## src/rtl/irq_vec_pkg.sv

```systemverilog
package irq_vec_pkg;
  localparam int CTL_GIE    = 7;
  localparam int CTL_NVM_EN = 6;
  localparam int CTL_TMR_EN = 5;
  localparam int CTL_EXT_EN = 4;
  localparam int CTL_CHG_EN = 3;
  localparam int CTL_TMR_FL = 2;
  localparam int CTL_EXT_FL = 1;
  localparam int CTL_CHG_FL = 0;

  typedef logic [7:0] ctl_t;

  typedef enum logic [1:0] {
    STK_IDLE = 2'd0,
    STK_PUSH = 2'd1,
    STK_POP  = 2'd2
  } stk_op_e;
endpackage

```

## src/rtl/irq_pin_sync.sv

```systemverilog
module irq_pin_sync #(
  parameter int W      = 1,
  parameter int STAGES = 2
) (
  input  logic         clk,
  input  logic         rst,
  input  logic [W-1:0] pin_in,
  output logic [W-1:0] pin_sync,
  output logic [W-1:0] pin_prev
);
  logic [STAGES-1:0][W-1:0] stg;

  always_ff @(posedge clk) begin
    if (rst) begin
      stg      <= '0;
      pin_prev <= '0;
    end else begin
      stg[0] <= pin_in;
      for (int i = 1; i < STAGES; i++) stg[i] <= stg[i-1];
      pin_prev <= stg[STAGES-1];
    end
  end

  assign pin_sync = stg[STAGES-1];

  // the delayed copy trails the synchronised value by one cycle
  assert_prev_lag_R3: assert property (@(posedge clk) disable iff (rst)
    1'b1 |=> pin_prev == $past(pin_sync));
endmodule

```

## src/rtl/irq_flag_bank.sv

```systemverilog
module irq_flag_bank
  import irq_vec_pkg::*;
#(
  parameter int NPIN = 4
) (
  input  logic            clk,
  input  logic            rst,
  input  logic            ctl_wr,
  input  ctl_t            ctl_wdata,
  input  logic            nvm_wr,
  input  logic            nvm_wdata,
  input  logic            ext_rise_sel,
  input  logic            ext_s,
  input  logic            ext_p,
  input  logic [NPIN-1:0] port_s,
  input  logic            port_rd,
  input  logic            tmr_ovf,
  input  logic            nvm_done,
  input  logic            gie_clr,
  input  logic            gie_set,
  output ctl_t            ctl_q,
  output logic            nvm_q,
  output logic            pending
);
  logic [NPIN-1:0] snap_q;
  logic            ext_edge;
  logic            chg_hit;
  ctl_t            ctl_n;
  logic            nvm_n;

  assign ext_edge = ext_rise_sel ? (ext_s & ~ext_p) : (~ext_s & ext_p);
  assign chg_hit  = (port_s != snap_q);

  always_comb begin
    ctl_n = ctl_wr ? ctl_wdata : ctl_q;
    if (tmr_ovf)  ctl_n[CTL_TMR_FL] = 1'b1;
    if (ext_edge) ctl_n[CTL_EXT_FL] = 1'b1;
    if (chg_hit)  ctl_n[CTL_CHG_FL] = 1'b1;
    if (gie_set)  ctl_n[CTL_GIE]    = 1'b1;
    if (gie_clr)  ctl_n[CTL_GIE]    = 1'b0;
    nvm_n = nvm_wr ? nvm_wdata : nvm_q;
    if (nvm_done) nvm_n = 1'b1;
  end

  always_ff @(posedge clk) begin
    if (rst) begin
      ctl_q  <= '0;
      nvm_q  <= 1'b0;
      snap_q <= '0;
    end else begin
      ctl_q <= ctl_n;
      nvm_q <= nvm_n;
      if (port_rd) snap_q <= port_s;
    end
  end

  assign pending = ctl_q[CTL_GIE] &
                   ((ctl_q[CTL_TMR_EN] & ctl_q[CTL_TMR_FL]) |
                    (ctl_q[CTL_EXT_EN] & ctl_q[CTL_EXT_FL]) |
                    (ctl_q[CTL_CHG_EN] & ctl_q[CTL_CHG_FL]) |
                    (ctl_q[CTL_NVM_EN] & nvm_q));

  assert_tmr_flag_R2: assert property (@(posedge clk) disable iff (rst)
    tmr_ovf |=> ctl_q[CTL_TMR_FL]);
  assert_ext_flag_R3: assert property (@(posedge clk) disable iff (rst)
    ext_edge |=> ctl_q[CTL_EXT_FL]);
  assert_chg_flag_R4: assert property (@(posedge clk) disable iff (rst)
    chg_hit |=> ctl_q[CTL_CHG_FL]);
  assert_nvm_flag_R5: assert property (@(posedge clk) disable iff (rst)
    nvm_done |=> nvm_q);
  assert_gie_entry_R6: assert property (@(posedge clk) disable iff (rst)
    gie_clr |=> !ctl_q[CTL_GIE]);
endmodule

```

## src/rtl/irq_ret_stack.sv

```systemverilog
module irq_ret_stack
  import irq_vec_pkg::*;
#(
  parameter int DEPTH = 8,
  parameter int AW    = 13
) (
  input  logic          clk,
  input  logic          rst,
  input  stk_op_e       op,
  input  logic [AW-1:0] wdata,
  output logic [AW-1:0] rdata
);
  localparam int PW = $clog2(DEPTH);

  logic [AW-1:0] mem [DEPTH];
  logic [PW-1:0] sp;
  logic [PW-1:0] top_idx;

  assign top_idx = sp - 1'b1;

  always_ff @(posedge clk) begin
    if (op == STK_PUSH) mem[sp] <= wdata;
  end

  always_ff @(posedge clk) begin
    if (rst) begin
      sp    <= '0;
      rdata <= '0;
    end else begin
      case (op)
        STK_PUSH: sp <= sp + 1'b1;
        STK_POP: begin
          rdata <= mem[top_idx];
          sp    <= top_idx;
        end
        default: ;
      endcase
    end
  end

  assert_push_step_R9: assert property (@(posedge clk) disable iff (rst)
    (op == STK_PUSH) |=> sp == PW'($past(sp) + 1));
  assert_pop_step_R8: assert property (@(posedge clk) disable iff (rst)
    (op == STK_POP) |=> sp == PW'($past(sp) - 1));
  assert_wrap_R10: assert property (@(posedge clk) disable iff (rst)
    (op == STK_PUSH && sp == PW'(DEPTH - 1)) |=> sp == '0);
endmodule

```

## src/rtl/irq_vector_ctrl.sv

```systemverilog
module irq_vector_ctrl
  import irq_vec_pkg::*;
#(
  parameter int AW       = 13,
  parameter int DEPTH    = 8,
  parameter int NPIN     = 4,
  parameter int SYNC     = 2,
  parameter int VEC_ADDR = 4
) (
  input  logic            clk,
  input  logic            rst,
  input  logic            ctl_wr,
  input  logic [7:0]      ctl_wdata,
  output logic [7:0]      ctl_rdata,
  input  logic            nvm_flag_wr,
  input  logic            nvm_flag_wdata,
  output logic            nvm_flag,
  input  logic            ext_rise_sel,
  input  logic            ext_pin,
  input  logic [NPIN-1:0] port_pins,
  input  logic            port_rd,
  input  logic            tmr_ovf,
  input  logic            nvm_done,
  input  logic            instr_done,
  input  logic            call_en,
  input  logic            ret_en,
  input  logic            reti_en,
  input  logic [AW-1:0]   next_pc,
  output logic            pc_load,
  output logic [AW-1:0]   pc_target,
  output logic            irq_ack
);
  localparam logic [AW-1:0] VEC = AW'(VEC_ADDR);

  logic            ext_s, ext_p;
  logic [NPIN-1:0] port_s, port_p;
  logic            pending, take, do_pop, do_call;
  stk_op_e         op;
  logic [AW-1:0]   stk_rdata;
  logic            vec_sel_q;
  ctl_t            ctl_q;

  irq_pin_sync #(.W(1), .STAGES(SYNC)) u_ext_sync (
    .clk(clk), .rst(rst), .pin_in(ext_pin), .pin_sync(ext_s), .pin_prev(ext_p));

  irq_pin_sync #(.W(NPIN), .STAGES(SYNC)) u_port_sync (
    .clk(clk), .rst(rst), .pin_in(port_pins), .pin_sync(port_s), .pin_prev(port_p));

  assign do_pop  = reti_en | ret_en;
  assign do_call = call_en & ~do_pop;
  assign take    = instr_done & pending & ~(do_pop | call_en);

  always_comb begin
    if (do_pop)              op = STK_POP;
    else if (do_call | take) op = STK_PUSH;
    else                     op = STK_IDLE;
  end

  irq_flag_bank #(.NPIN(NPIN)) u_flags (
    .clk(clk), .rst(rst),
    .ctl_wr(ctl_wr), .ctl_wdata(ctl_wdata),
    .nvm_wr(nvm_flag_wr), .nvm_wdata(nvm_flag_wdata),
    .ext_rise_sel(ext_rise_sel), .ext_s(ext_s), .ext_p(ext_p),
    .port_s(port_s), .port_rd(port_rd),
    .tmr_ovf(tmr_ovf), .nvm_done(nvm_done),
    .gie_clr(take), .gie_set(reti_en),
    .ctl_q(ctl_q), .nvm_q(nvm_flag), .pending(pending));

  irq_ret_stack #(.DEPTH(DEPTH), .AW(AW)) u_stack (
    .clk(clk), .rst(rst), .op(op), .wdata(next_pc), .rdata(stk_rdata));

  always_ff @(posedge clk) begin
    if (rst) begin
      pc_load   <= 1'b0;
      irq_ack   <= 1'b0;
      vec_sel_q <= 1'b0;
    end else begin
      pc_load   <= take | do_pop;
      irq_ack   <= take;
      vec_sel_q <= take;
    end
  end

  assign pc_target = vec_sel_q ? VEC : stk_rdata;
  assign ctl_rdata = ctl_q;

  // port_p is a delayed copy kept for symmetry of the synchroniser; change
  // detection compares against the read snapshot instead
  logic unused_port_p;
  assign unused_port_p = ^port_p;

  assert_vector_R6: assert property (@(posedge clk) disable iff (rst)
    irq_ack |-> (pc_load && pc_target == VEC && !ctl_rdata[CTL_GIE]));
  assert_no_entry_R7: assert property (@(posedge clk) disable iff (rst)
    (!instr_done || !ctl_rdata[CTL_GIE]) |=> !irq_ack);
  assert_reti_gie_R8: assert property (@(posedge clk) disable iff (rst)
    reti_en |=> (ctl_rdata[CTL_GIE] && pc_load && !irq_ack));
  assert_stack_first_R11: assert property (@(posedge clk) disable iff (rst)
    (call_en || ret_en || reti_en) |=> !irq_ack);
endmodule

```

## config.mk

```make
export PLATFORM = sky130hd
export DESIGN_NAME = irq_vector_ctrl
export DESIGN_NICKNAME = d
export VERILOG_FILES = /design/src/rtl/irq_vec_pkg.sv /design/src/rtl/irq_pin_sync.sv /design/src/rtl/irq_flag_bank.sv /design/src/rtl/irq_ret_stack.sv /design/src/rtl/irq_vector_ctrl.sv
export SDC_FILE = /design/constraint.sdc
export NUM_CORES = 1
export LEC_CHECK = 0
export BUFFER_PORTS_ARGS = -buffer_cell sky130_fd_sc_hd__clkbuf_2
export CAP_MARGIN = 20
export CORE_MARGIN = 5
export CORE_UTILIZATION = 58
export CTS_CLUSTER_DIAMETER = 60
export CTS_CLUSTER_SIZE = 25
export DETAILED_ROUTE_END_ITERATION = 8
export PLACE_DENSITY = 0.79
export SYNTH_ARGS = -nofsm -noshare
export SYNTH_HDL_FRONTEND = slang
export SYNTH_SLANG_ARGS = --single-unit
export TNS_END_PERCENT = 20
```

## constraint.sdc

```tcl
create_clock -name clk -period 3.8 [get_ports clk]
set_input_delay 0.76 -clock clk [delete_from_list [all_inputs] [get_ports clk]]
set_output_delay 0.76 -clock clk [all_outputs]
set_load 0.01 [all_outputs]
```

==> flow_summary.ini <==
[yosys]
yosysSeqAreaShare = 0.692
ys_seq_elements = 146
yosysWarningCount = 0
avgSynthCellArea_um2 = 16.7
synth_cell_types = 43
syn_area_mm2 = 0.00573
syn_inst = 343
syn_nets = 384

[hold_path]
hold_class = reg -> reg
min_path_cells = 1
min_from = u_port_sync.stg[0]
hold_end = u_port_sync.pin_sync[0]

[critical_path]
required_ns = 4.02
critPathLaunchType = register
r2r_setup_slack_ns = 1.39
endpoint_kind = register
crit_chain = a22oi_1 -> a21oi_1 -> o21ai_0 -> nor3_2 -> buf_4
cp_slowest_cell = nor3_2
cpPeakStageDelay_ns = 0.59
cp_max_fo = 8
critPathKind = reg -> reg
rr_worst_depth = 5
rr_endpoint = u_stack.mem[2][10]
worstPathArrival_ns = 2.63
reg2reg_from = u_flags.ctl_q[3]

[routing]
wire_per_inst_um = 19.5
drc = 0
drt-total-wl_um = 11000
dr.first_iter.drc_count = 225
drtAntennaViolNets = 0
dr.pass1.iters = 4
vias = 3155
vias_per_cell = 5.60

[timing]
slew_violations = 0
period_needed_ns = 2.41
max_slew.worst_pin.slew_ns = 0.961
setup_violations = 0
hold_viol = 0
fin_crit_sh = 0.635
tns_ns = 0
max_freq_mhz = 414
clock-skew-final_ns = 0.0110
rsz0062_at_grt = no
setup_ws_ns = 1.39
relSlewSlack = 0.360

[layout]
layout-drive-gt1-share = 0.373
fin_area_mm2 = 0.00676
syn_to_final_growth_pct = 18.0
fin_nets = 457

[floorplanning]
die-height_um = 109
die_x_um = 109
start_util = 0.591
core_area_mm2 = 0.00968
dieArea_mm2 = 0.0120
io_pins = 63
row_count = 36

[pwr]
p_per_area_mw_per_mm2 = 588
total_power_w = 0.00397
irDropWorstVdd_uv = 401
p_leak_nw = 2.45

[cts]
numCtsBuffers = 17
cts_hold_buf = 0
clk_pin_slew_ns = 0.06
clock_latency_ns = 0.52
tritoncts = done
cts_resized = 0
cts_max_path_buffers = 2
h-tree-depth = 4
cts.sinks = 146
clockRootBuffer = clkbuf_8
post_cts_buffers = 0

[status]
status = finished clean

[place]
pre_cts_slack_ns = 0.995
port_buffers = 62
dpl_cell_area_mm2 = 0.00619
gp_congestion = 0.789
hpwl_um = 6920

[grt]
grt_pass1_vias = 3246
antenna_found_initial = 2
gr-total-overflow = 0
grt_pass1_wl_um = 17500
grt_max_degree = 44
grtUsageTotal = 0.204

[job]
maxCapViolCount = 0
[Yosys cell counts (all sizes together)]
master | n | share of area
o221ai | 1 | 0.0015
or2b | 1 | 0.0015
or2 | 2 | 0.0022
o21a | 1 | 0.0013
a2111oi | 1 | 0.0015
nand2b | 1 | 0.0011
nor2 | 31 | 0.020
o22ai | 13 | 0.025
o21ai | 4 | 0.0035
ha | 2 | 0.0044
nor2b | 27 | 0.029
xor2 | 4 | 0.0074
xnor2 | 1 | 0.0015
mux2i | 10 | 0.017
or3 | 1 | 0.0011
a31o | 1 | 0.0015
nor3b | 2 | 0.0026
inv | 2 | 0.0013
nand2 | 9 | 0.0072
a21oi | 4 | 0.0035
a211oi | 3 | 0.0039
dfxtp | 42 | 0.15
clkbuf | 9 | 0.0076
nor4 | 2 | 0.0022
edfxtp | 104 | 0.55
a22oi | 2 | 0.0026
a31oi | 2 | 0.0022
buf | 11 | 0.018
mux2 | 1 | 0.0020
nand3 | 1 | 0.00087
o211ai | 1 | 0.0013
mux4 | 26 | 0.10
nor3 | 21 | 0.027
[cells in the final DEF, fill, tap and decap left out, types with 3 or more instances in the layout]
master      count
inv_6           6
nor3_2         14
nand2_1         8
edfxtp_1      104
nor2b_1        27
xor2_1          3
buf_4          11
clkbuf_2       62
clkinvlp_4      4
nor3_1          7
a211oi_1        3
clkbuf_16      16
a21oi_1         4
o21ai_0         4
mux4_2         23
nor2_1         31
o22ai_2        10
mux4_1          3
mux2i_1        10
dfxtp_1        41
o22ai_1         3
[where the power goes]
group | internal [W] | total (W) | leakage, nW | switching [W]
clock network | 0.000907 | 0.00159 | 0.270 | 0.000680
registers | 0.00177 | 0.00182 | 1.29 | 0.0000468
logic | 0.000259 | 0.000566 | 0.894 | 0.000307
[per-layer routing]
layer	routed length, um	track usage
met3	816	0.0552
met5	13	0
met2	5450	0.325
met4	108	0.0882
met1	4590	0.266
[cell type report]
type / count / area (um^2)
multi-input combinational: 175 / 1630
sequential: 146 / 3970
clock buffer: 18 / 428
timing repair buffer: 74 / 413
inverter: 2 / 7.51
tap: 133 / 166
antenna: 1 / 2.50
clock inverter: 14 / 144
fill: 621 / 2920
[worst max-delay path, delay by kind of cell (launching register included)]
family,cells,cell delay (ns)
AOI/OAI and AO/OA,3,0.88
and+or+nand+nor,1,0.59
DFF,1,0.35
buffers and inverters,1,0.29
[per-stage QoR]
| step | hold WS [ns] | util | std cells |
|---|---|---|---|
| after floorplan | 0.414 | - | 343 |
| after global placement | 0.421 | 0.639 | 530 |
| after detailed placement | 0.426 | 0.639 | 530 |
| after CTS | 0.421 | 0.698 | 562 |
| after global routing | 0.433 | 0.698 | 563 |
| final | 0.436 | 0.698 | 563 |
[logic make-up (layout without fill, tap and decap cells)]
group	after synthesis	in the layout	share of synthesized area
AND/OR/NAND/NOR	98	98	0.0957
AO/OA/AOI/OAI	33	33	0.0481
XOR/XNOR	5	5	0.00896
flip-flops	146	146	0.692
adder cells (fa/ha/maj)	2	2	0.00437
buffers and inverters	22	108	0.0271
multiplexers	37	37	0.124
other	0	1	0
[worst max path at each step]
stage	startpoint	to	slack, ns	cells past startpoint
4_1_cts	u_flags.ctl_q[3]	u_stack.mem[2][10]	1.36	5
3_5_place_dp	instr_done	u_stack.mem[2][0]	0.99	6
6_report	u_flags.ctl_q[3]	u_stack.mem[2][10]	1.39	5
5_1_grt	u_flags.ctl_q[3]	u_stack.mem[2][10]	1.18	5
3_3_place_gp	instr_done	u_stack.mem[2][1]	1.13	6
2_1_floorplan	instr_done	u_stack.mem[0][0]	0.77	4
[state kept, by name, indices dropped and copies added (netlist names), 3 cells and up]
register,flops
u_flags.ctl_q,8
u_flags.snap_q,4
u_stack.sp,3
u_stack.mem,104
u_stack.rdata,13
u_port_sync.pin_sync,4
u_port_sync.stg,4
No activity file was read; power rests on OpenSTA's default activity.
